<file path="src/rtl/hbuf_pkg.sv">
package hbuf_pkg;
    typedef enum logic [1:0] {
        ST_IDLE   = 2'd0,
        ST_REQ    = 2'd1,
        ST_RDWAIT = 2'd2,
        ST_DONE   = 2'd3
    } hb_state_t;
endpackage

</file>
<file path="src/rtl/hbuf_strobe.sv">
// Turns host strobe levels into single-cycle access events. The edge used
// depends on the bus mode: leading edge when waitable, trailing when not.
module hbuf_strobe #(
    parameter int DW  = 8,
    parameter int RAW = 3
) (
    input  logic           clk,
    input  logic           rst_n,
    input  logic           no_wait_mode,
    input  logic           cs,
    input  logic           rd_stb,
    input  logic           wr_stb,
    input  logic [RAW-1:0] addr,
    input  logic [DW-1:0]  wdata,
    output logic           rd_evt,
    output logic           wr_evt,
    output logic [RAW-1:0] evt_addr,
    output logic [DW-1:0]  evt_wdata
);
    logic           rd_act, wr_act, rd_q, wr_q;
    logic [RAW-1:0] addr_q;
    logic [DW-1:0]  wdata_q;

    assign rd_act = cs && rd_stb;
    assign wr_act = cs && wr_stb;

    always_ff @(posedge clk) begin
        if (!rst_n) begin
            rd_q    <= 1'b0;
            wr_q    <= 1'b0;
            addr_q  <= '0;
            wdata_q <= '0;
        end else begin
            rd_q <= rd_act;
            wr_q <= wr_act;
            if (rd_act || wr_act) addr_q  <= addr;
            if (wr_act)           wdata_q <= wdata;
        end
    end

    always_comb begin
        if (no_wait_mode) begin
            rd_evt    = rd_q && !rd_act;
            wr_evt    = wr_q && !wr_act;
            evt_addr  = addr_q;
            evt_wdata = wdata_q;
        end else begin
            rd_evt    = rd_act && !rd_q;
            wr_evt    = wr_act && !wr_q;
            evt_addr  = addr;
            evt_wdata = wdata;
        end
    end
endmodule

</file>
<file path="src/rtl/hbuf_ptr.sv">
// Buffer address pointer: byte-wise loads and a wrapping +1 step.
module hbuf_ptr #(
    parameter int AW = 20,
    parameter int DW = 8,
    parameter int SW = 3,
    localparam int NB = (AW + DW - 1) / DW
) (
    input  logic          clk,
    input  logic          rst_n,
    input  logic          wr_en,
    input  logic [SW-1:0] wr_sel,
    input  logic [DW-1:0] wr_byte,
    input  logic          inc,
    output logic [AW-1:0] ptr
);
    logic [NB*DW-1:0] ext;
    logic [AW-1:0]    ptr_nxt;

    always_comb begin
        ext = '0;
        ext[AW-1:0] = ptr;
        for (int i = 0; i < NB; i++) begin
            if (wr_en && (wr_sel == SW'(i))) ext[i*DW +: DW] = wr_byte;
        end
        if (inc) ext = ext + 1'b1;
        ptr_nxt = ext[AW-1:0];
    end

    always_ff @(posedge clk) begin
        if (!rst_n) ptr <= '0;
        else        ptr <= ptr_nxt;
    end

    // all-ones pointer steps to zero
    assert_wrap_R8: assert property (@(posedge clk) disable iff (!rst_n)
        (inc && !wr_en && (&ptr)) |=> (ptr == '0));
endmodule

</file>
<file path="src/rtl/hbuf_fsm.sv">
// Access sequencer: request/grant/read-data handshake to the buffer memory.
module hbuf_fsm #(
    parameter int AW = 20,
    parameter int DW = 8
) (
    input  logic          clk,
    input  logic          rst_n,
    input  logic          start,
    input  logic          start_we,
    input  logic          start_auto,
    input  logic [DW-1:0] start_wdata,
    input  logic [AW-1:0] ptr,
    input  logic          mem_gnt,
    input  logic          mem_rvalid,
    output logic          mem_req,
    output logic          mem_we,
    output logic [AW-1:0] mem_addr,
    output logic [DW-1:0] mem_wdata,
    output logic          busy,
    output logic          done,
    output logic          done_auto,
    output logic          rd_cap
);
    import hbuf_pkg::*;

    hb_state_t state, state_nxt;
    logic      auto_q;

    always_ff @(posedge clk) begin
        if (!rst_n) state <= ST_IDLE;
        else        state <= state_nxt;
    end

    always_ff @(posedge clk) begin
        if (!rst_n) begin
            mem_we    <= 1'b0;
            mem_addr  <= '0;
            mem_wdata <= '0;
            auto_q    <= 1'b0;
        end else if (state == ST_IDLE && start) begin
            mem_we    <= start_we;
            mem_addr  <= ptr;
            mem_wdata <= start_wdata;
            auto_q    <= start_auto;
        end
    end

    always_comb begin
        state_nxt = state;
        unique case (state)
            ST_IDLE:   if (start) state_nxt = ST_REQ;
            ST_REQ:    if (mem_gnt) state_nxt = mem_we ? ST_DONE : ST_RDWAIT;
            ST_RDWAIT: if (mem_rvalid) state_nxt = ST_DONE;
            ST_DONE:   state_nxt = ST_IDLE;
            default:   state_nxt = ST_IDLE;
        endcase
    end

    always_comb begin
        mem_req   = 1'b0;
        busy      = 1'b1;
        done      = 1'b0;
        done_auto = 1'b0;
        rd_cap    = 1'b0;
        unique case (state)
            ST_IDLE:   busy = 1'b0;
            ST_REQ:    mem_req = 1'b1;
            ST_RDWAIT: rd_cap = mem_rvalid;
            ST_DONE: begin
                done      = 1'b1;
                done_auto = auto_q;
            end
            default:   busy = 1'b0;
        endcase
    end

    // accepted trigger raises the request on the next cycle
    assert_start_req_R9: assert property (@(posedge clk) disable iff (!rst_n)
        (start && !busy) |=> mem_req);
    // no request outside an access
    assert_req_busy_R9: assert property (@(posedge clk) disable iff (!rst_n)
        mem_req |-> busy);
    // address held for the whole access
    assert_addr_stable_R9: assert property (@(posedge clk) disable iff (!rst_n)
        (busy && $past(busy)) |-> $stable(mem_addr));
    // request held until granted
    assert_req_hold_R11: assert property (@(posedge clk) disable iff (!rst_n)
        (mem_req && !mem_gnt) |=> mem_req);
endmodule

</file>
<file path="src/rtl/hbuf_port.sv">
// Host buffer access port top: register window, ready logic, data latch.
module hbuf_port #(
    parameter int AW  = 20,
    parameter int DW  = 8,
    localparam int NB  = (AW + DW - 1) / DW,
    localparam int RAW = $clog2(NB + 3)
) (
    input  logic           clk,
    input  logic           rst_n,
    input  logic           no_wait_mode,
    input  logic           cs,
    input  logic           rd_stb,
    input  logic           wr_stb,
    input  logic [RAW-1:0] addr,
    input  logic [DW-1:0]  wdata,
    output logic [DW-1:0]  rdata,
    output logic           rdy,
    output logic           busy,
    output logic           mem_req,
    output logic           mem_we,
    output logic [AW-1:0]  mem_addr,
    output logic [DW-1:0]  mem_wdata,
    input  logic           mem_gnt,
    input  logic           mem_rvalid,
    input  logic [DW-1:0]  mem_rdata
);
    localparam logic [RAW-1:0] A_ACC   = RAW'(NB);
    localparam logic [RAW-1:0] A_AUTO  = RAW'(NB + 1);
    localparam logic [RAW-1:0] A_LATCH = RAW'(NB + 2);

    logic           rd_evt, wr_evt;
    logic [RAW-1:0] evt_addr;
    logic [DW-1:0]  evt_wdata;
    logic           evt_acc, start, ptr_wr;
    logic           done, done_auto, rd_cap, served, wait_hold;
    logic [AW-1:0]  ptr;
    logic [DW-1:0]  acc_data, latch_data;
    logic [NB*DW-1:0] ptr_ext;

    hbuf_strobe #(.DW(DW), .RAW(RAW)) u_strobe (
        .clk(clk), .rst_n(rst_n), .no_wait_mode(no_wait_mode),
        .cs(cs), .rd_stb(rd_stb), .wr_stb(wr_stb), .addr(addr), .wdata(wdata),
        .rd_evt(rd_evt), .wr_evt(wr_evt), .evt_addr(evt_addr), .evt_wdata(evt_wdata)
    );

    assign evt_acc = (evt_addr == A_ACC) || (evt_addr == A_AUTO);
    assign start   = !busy && evt_acc && (rd_evt || wr_evt);
    assign ptr_wr  = !busy && wr_evt && (evt_addr < RAW'(NB));

    hbuf_ptr #(.AW(AW), .DW(DW), .SW(RAW)) u_ptr (
        .clk(clk), .rst_n(rst_n), .wr_en(ptr_wr), .wr_sel(evt_addr),
        .wr_byte(evt_wdata), .inc(done_auto), .ptr(ptr)
    );

    hbuf_fsm #(.AW(AW), .DW(DW)) u_fsm (
        .clk(clk), .rst_n(rst_n), .start(start), .start_we(wr_evt),
        .start_auto(evt_addr == A_AUTO), .start_wdata(evt_wdata), .ptr(ptr),
        .mem_gnt(mem_gnt), .mem_rvalid(mem_rvalid), .mem_req(mem_req),
        .mem_we(mem_we), .mem_addr(mem_addr), .mem_wdata(mem_wdata),
        .busy(busy), .done(done), .done_auto(done_auto), .rd_cap(rd_cap)
    );

    always_ff @(posedge clk) begin
        if (!rst_n) begin
            acc_data   <= '0;
            latch_data <= '0;
            served     <= 1'b0;
        end else begin
            if (start && wr_evt) acc_data <= evt_wdata;
            else if (rd_cap)     acc_data <= mem_rdata;
            if (rd_cap) latch_data <= mem_rdata;
            if (!(rd_stb || wr_stb)) served <= 1'b0;
            else if (done)           served <= 1'b1;
        end
    end

    assign wait_hold = cs && (busy || (((addr == A_ACC) || (addr == A_AUTO))
                                       && (rd_stb || wr_stb) && !served));
    assign rdy = no_wait_mode ? !busy : !wait_hold;

    always_comb begin
        ptr_ext = '0;
        ptr_ext[AW-1:0] = ptr;
        rdata = '0;
        for (int i = 0; i < NB; i++) begin
            if (addr == RAW'(i)) rdata = ptr_ext[i*DW +: DW];
        end
        if (addr == A_ACC || addr == A_AUTO) rdata = acc_data;
        if (addr == A_LATCH)                 rdata = latch_data;
    end

    // deselected waitable bus is never held
    assert_rdy_cs_R4: assert property (@(posedge clk) disable iff (!rst_n)
        (!no_wait_mode && !cs) |-> rdy);
    // non-waitable ready mirrors the not-ready flag
    assert_rdy_poll_R5: assert property (@(posedge clk) disable iff (!rst_n)
        no_wait_mode |-> (rdy == !busy));
    // pointer frozen inside an access
    assert_ptr_frozen_R10: assert property (@(posedge clk) disable iff (!rst_n)
        (busy && $past(busy)) |-> $stable(ptr));
    // a latch read while idle starts nothing
    assert_latch_quiet_R7: assert property (@(posedge clk) disable iff (!rst_n)
        (!busy && rd_evt && evt_addr == A_LATCH) |=> !busy);
endmodule

</file>
<file path="config.mk">
export PLATFORM = sky130hd
export DESIGN_NAME = hbuf_port
export DESIGN_NICKNAME = d
export VERILOG_FILES = /design/src/rtl/hbuf_pkg.sv /design/src/rtl/hbuf_strobe.sv /design/src/rtl/hbuf_ptr.sv /design/src/rtl/hbuf_fsm.sv /design/src/rtl/hbuf_port.sv
export SDC_FILE = /design/constraint.sdc
export NUM_CORES = 1
export LEC_CHECK = 0
export BUFFER_PORTS_ARGS = -buffer_cell sky130_fd_sc_hd__clkbuf_2
export CAP_MARGIN = 20
export CORE_MARGIN = 3
export CORE_UTILIZATION = 50
export DETAILED_ROUTE_END_ITERATION = 10
export GPL_ROUTABILITY_DRIVEN = 1
export GPL_TIMING_DRIVEN = 0
export PLACE_DENSITY_LB_ADDON = 0.2
export SLEW_MARGIN = 10
export SYNTH_ARGS = -nofsm -noshare
export SYNTH_HDL_FRONTEND = slang
export SYNTH_SLANG_ARGS = --single-unit
</file>
<file path="constraint.sdc">
create_clock -name clk -period 3.9 [get_ports clk]
set_input_delay 0.78 -clock clk [delete_from_list [all_inputs] [get_ports clk]]
set_output_delay 0.78 -clock clk [all_outputs]
set_load 0.02 [all_outputs]
</file>
# Yosys cells after proc, flatten, opt, wreduce, memory -nomap -nowiden
# Cells that the tools add are included.
# Widths: inputs -> output; s select.
# word_totals
inputBits	27
out_inout_bits	40
latch_bits	0
ram_bits	0
mem_count	0
regBits	82
mem_bits_ro	0
word_cells	92
# classes
order_cmp	1
n_eq_ne	15
multipliers	0
addsub	1
mux	26
shifts	0
n_bitwise	0
div_mod_pow	0
n_reduce_logical	36
# op_table
operator	count
$mux 8	10
$add 20x1->20 const B	1
$mux 20	1
$logic_and 1x1->1	18
$eq 3x2->1 const B	4
$eq 3x3->1 const B	3
$mux 1	9
$pmux 2 s4	1
$eq 3x1->1 const B	2
$logic_not 1->1	6
$logic_not 3->1	2
$logic_or 1x1->1	6
$mux 2	3
$ne 2x2->1 const B	3
$eq 2x2->1 const B	2
$mux 4	1
$lt 3x2->1 const B	1
$mux 3	1
$reduce_and 3->1	1
$eq 2x1->1 const B	1
$logic_not 2->1	1
$reduce_and 2->1	1
$reduce_bool 2->1	1

# Depth between registers and ports, before layout
# depth
word_depth	10
depth_mapped	15
depth_no_buf	13

# Cells and area by module
# Synthesis repeated with hierarchy kept, for this count alone.
# hier_totals
cells_unflattened	515
area_unflattened_um2	4455.5
# by_module_without_submodules
module	cells_each	area_per_inst_um2	seq_area_each_um2	instances
hbuf_ptr	152	1333.8	400.4	1
hbuf_fsm	158	1282.5	640.6	1
hbuf_port	132	1119.8	340.3	1
hbuf_strobe	73	719.4	260.2	1

# Worst setup path before layout
# No wires, ideal clock.
# synth_path
path_type	input -> register
startpoint	in no_wait_mode
endpoint	reg u_ptr.ptr[12]
path_stages	14
setup_ns	0.070
arrival_time_ns	3.515
slack_ns	0.315
required_time_ns	3.830
n_path_buf	3
cell_sequence	buf_6 mux2_4 or2_4 nor3_2 buf_2 clkbuf_1 nor2_1 a21oi_1 ha_1 nand3_1 a21oi_1 nand4_2 or3_1 a21oi_1
# synth_via
elab_chain_len	7
word_cells_on_any_way	14
cone_classes	add/sub (1); order compare (1); eq/ne (1); mux (6); reduce/logical (5)
# synth_rtl
element	line_no	source
from (decl)	hbuf_port.sv:10	input logic no_wait_mode,
$mux 3 or $mux 1 (tied branches)	hbuf_strobe.sv:42	if (no_wait_mode) begin
$lt 3x2->1 or $logic_and 1x1->1 (tied branches)	hbuf_port.sv:48	assign ptr_wr = !busy && wr_evt && (evt_addr < RAW'(NB));
$logic_and 1x1->1	hbuf_port.sv:48	
$logic_and 1x1->1	hbuf_ptr.sv:23	if (wr_en && (wr_sel == SW'(i))) ext[i*DW +: DW] = wr_byte;
$mux 8	hbuf_ptr.sv:23	
$add 20x1->20	hbuf_ptr.sv:25	if (inc) ext = ext + 1'b1;
$mux 20 (*)	hbuf_ptr.sv:25	
to (signal assigned)	hbuf_ptr.sv:31	else ptr <= ptr_nxt;
to (decl)	hbuf_ptr.sv:14	output logic [AW-1:0] ptr
# Every way passes the cells marked *; elsewhere a longest branch is shown, timed or not.
# A chain may end at the register's enable or synchronous reset.

# Worst setup path in the final report
# layout_path
startpoint	in addr[2]
endpoint	reg u_ptr.ptr[12]
# layout_via
elab_chain_len	7
word_cells_on_any_way	11
cone_classes	add/sub (1); order compare (1); eq/ne (1); mux (4); reduce/logical (4)
# layout_rtl
element	line_no	source
from (decl)	hbuf_port.sv:14	input logic [RAW-1:0] addr,
$mux 3 (*)	hbuf_strobe.sv:42	
$lt 3x2->1	hbuf_port.sv:48	
$logic_and 1x1->1	hbuf_port.sv:48	
$logic_and 1x1->1	hbuf_ptr.sv:23	
$mux 8	hbuf_ptr.sv:23	
$add 20x1->20	hbuf_ptr.sv:25	
$mux 20 (*)	hbuf_ptr.sv:25	
# Marks and branches as above.

==> flow_metrics.env <==
export IMPL_m1WireLength_um=5303
export IMPL_h_tree_depth=3
export IMPL_synth_area_leader_cell="dfxtp_1"
export IMPL_clock_latency_ns=0.36
export IMPL_n_antenna_cell=0
export IMPL_worst_pin_slew_ns=0.8103
export IMPL_hold_path_startpoint="u_strobe.wdata_q[7]$_SDFFE_PN0P_"
export IMPL_slew_headroom_pct=44.43
export IMPL_synth_flop_cell="dfxtp_1"
export IMPL_crit_path_end_kind="flop"
export IMPL_post_route_drc_count=0
export IMPL_synth_top_cells_by_area="dfxtp_1 38%, mux2i_1 9.7%, nor2_1 8.6%, a21oi_1 7.6%, nand2_1 3.8%"
export IMPL_cts_resized=0
export IMPL_post_route_util_pct=59.92
export IMPL_drive_above_1_share_pct=18.12
export IMPL_ctsHoldBuffers=0
export IMPL_routed_via_density=5.786
export IMPL_yosysSeqAreaShare_pct=37.84
export IMPL_cts_path_max_buffers=2
export IMPL_path_max_fanout=19
export IMPL_first_iter_violations=312
export IMPL_static_leakage_power_nw=2.023
export IMPL_synth_edf_count=0
export IMPL_grt_overflow=0
export IMPL_r2r_slack_ns=0.53
export IMPL_synth_cell_types=54
export IMPL_via_count=4183
export IMPL_placed_area_sq_um=4785
export IMPL_hold_viol_final=0
export IMPL_post_cts_setup_buffer_count=0
export IMPL_place_congestion=0.9500
export IMPL_wl_per_cell_um=17.48
export IMPL_status="completed"
export IMPL_ff_latch_area_sq_um=1642
export IMPL_clock_root_buffer="clkbuf_8"
export IMPL_finalInstanceArea_sq_um=4997
export IMPL_netlist_area_sq_um=4338
export IMPL_mappedNetlistNets=573
export IMPL_fill_cells=817
export IMPL_multi_input_area_sq_um=2530
export IMPL_grt_pass1_vias=3973
export IMPL_required_ns=4.19
export IMPL_power_mw=1.964
export IMPL_die_y_um=99.15
export IMPL_dieArea_sq_um=9830
export IMPL_rr_startpoint="u_fsm.state[0]$_SDFFE_PN0P_"
export IMPL_area_growth_pct=15.20
export IMPL_initial_utilization_pct=52.01
export IMPL_min_period_ns=3.475
export IMPL_cts_sinks=82
export IMPL_cap_violations=0
export IMPL_io_pins=67
export IMPL_startpoint_type="primary input"
export IMPL_antenna_left=0
export IMPL_layout_nets=646
export IMPL_top_layer="met4"
export IMPL_hold_class="reg -> reg"
export IMPL_coreArea_sq_um=8341
export IMPL_max_freq_ghz=0.2878
export IMPL_stdcell_count=723
export IMPL_rr_worst_depth=14
export IMPL_yosysWarnings=0
export IMPL_grt_first_pass_wirelength_um=20780
export IMPL_synth_top_cell_area_share_pct=37.84
export IMPL_worst_hold_path_endpoint="u_strobe.wdata_q[7]$_SDFFE_PN0P_"
export IMPL_routed_wl_um=12640
export IMPL_worst_ep_arrival_time_ns=3.77
export IMPL_grt_max_degree=16
export IMPL_hold_depth=2
export IMPL_rsz0062_at_grt="no"
export IMPL_slew_violations=0
export IMPL_dp_hpwl_um=9719
export IMPL_report_final_setup_viol=0
export IMPL_cts_tree="yes"
export IMPL_dp_cells=708
export IMPL_met3_length_um=998
export IMPL_ir_worst_vdd_mv=0.2135
export IMPL_fin_skew_ns=0.008446
export IMPL_grt_total_usage_pct=26.71
export IMPL_clkTransAtPathRegs_ns=0.09
export IMPL_cts_buffers=9
export IMPL_synth_ff_latch_count=82
export IMPL_avgSynthCellArea_sq_um=8.033
export IMPL_power_density_nw_per_um2=393.1
export IMPL_r2r_end="u_ptr.ptr[12]$_SDFF_PN0_"
export IMPL_dr_wl_met2_um=5978
export IMPL_syn_inst=540
export IMPL_first_pass_iters=5
export IMPL_die_w_um=99.15
export IMPL_antenna_found_initial=0
export IMPL_num_rows=33
export IMPL_critical_path_class="in -> reg"
export IMPL_async_reset_ff_share_pct=0
export IMPL_period_share_pct=89.10
export IMPL_io_buffer_count=63
==> state kept, by name (all words and copies together), names as in the netlist, 2 cells and up <==
signal / cells
u_fsm.mem_addr: 20
u_ptr.ptr: 20
acc_data: 8
latch_data: 8
u_fsm.mem_wdata: 8
u_strobe.wdata_q: 8
u_strobe.addr_q: 3
u_fsm.state: 2
==> per-stage QoR <==
step                setup TNS (ns)  hold WS [ns]  setup slack, ns
floorplan                        0        0.4455           0.3148
global placement           -0.9795        0.4544          -0.2587
detailed placement          -1.043        0.4615          -0.2865
CTS                              0        0.4747          0.07709
global route                     0        0.4955           0.1783
finish                           0        0.4755           0.4250
==> synthesized netlist by cell type (4+ instances only) <==
cell and number:
clkbuf_1 19, inv_1 9, a211oi_1 16, o21ai_0 30
nand4_1 9, buf_2 7, or3_1 8, xnor2_1 4
xor2_1 5, mux2i_1 42, a21oi_1 66, nand2_1 44
nand2b_1 4, a31oi_1 4, and3_1 12, ha_1 6
mux2_2 8, nand3_1 11, nor2_1 99, nor2b_1 6
dfxtp_1 82
==> worst max-delay path, stage by stage <==
cell and delay (ns):
clkbuf_2 0.17, mux2_4 0.33, or2_4 0.27, nor3_2 0.15, buf_2 0.33, nor2_1 0.07
a21oi_1 0.18, ha_1 0.19, nand3_1 0.16, a21oi_2 0.28, nand4_2 0.28, or3_1 0.44
a21oi_1 0.14
==> layout make-up <==
type                            instances  area share, %
Multi-Input combinational cell        419          50.63
Sequential cell                        82          32.85
Timing Repair Buffer                   63          6.309
Clock buffer                           10          2.754
Tap cell                              105          2.629
Buffer                                 28          2.579
Clock inverter                          6          1.502
Inverter                               10         0.7511
==> placed cells by master (no fill, tap or decap), types with 9 or more instances in the layout <==
| master | n |
|---|---|
| a211oi_1 | 16 |
| and3_1 | 12 |
| o21ai_0 | 30 |
| mux2i_1 | 42 |
| nand3_1 | 11 |
| clkbuf_1 | 18 |
| dfxtp_1 | 82 |
| clkbuf_8 | 10 |
| inv_1 | 9 |
| nand4_1 | 9 |
| nand2_1 | 44 |
| a21oi_1 | 65 |
| clkbuf_2 | 63 |
| nor2_1 | 99 |
==> cells by family (layout without fill, tap and decap cells) <==
group,after synthesis,in the layout,synth area share (%)
multiplexers,54,54,13.07
AND/OR/NAND/NOR,213,213,23.19
adder cells (fa/ha/maj),6,6,1.731
buffers and inverters,39,117,3.922
flip-flops,82,82,37.84
AO/OA/AOI/OAI,137,137,18.43
XOR/XNOR,9,9,1.817
==> per-layer routing <==
metal	up-vias	global-route usage [%]
li1	2060	-
met1	1932	35.49
met2	164	42.56
met3	27	5.680
met4	0	10.50
met5	-	0
==> worst max-delay path by stage <==
stage | slack, ns | from | cells after the start | endpoint
global route | 0.18 | addr[2] | 13 | u_ptr.ptr[12]$_SDFF_PN0_
global placement | -0.26 | addr[2] | 14 | u_ptr.ptr[14]$_SDFF_PN0_
CTS | 0.08 | addr[2] | 14 | u_ptr.ptr[12]$_SDFF_PN0_
detailed placement | -0.29 | addr[2] | 14 | u_ptr.ptr[12]$_SDFF_PN0_
finish | 0.42 | addr[2] | 13 | u_ptr.ptr[12]$_SDFF_PN0_
floorplan | 0.31 | no_wait_mode | 14 | u_ptr.ptr[12]$_SDFF_PN0_
==> power breakdown <==
part           internal (mW)  switching [mW]
combinational          0.142           0.255
clock                  0.321           0.335
sequential             0.876          0.0353
(Power assumes the default switching activity.)
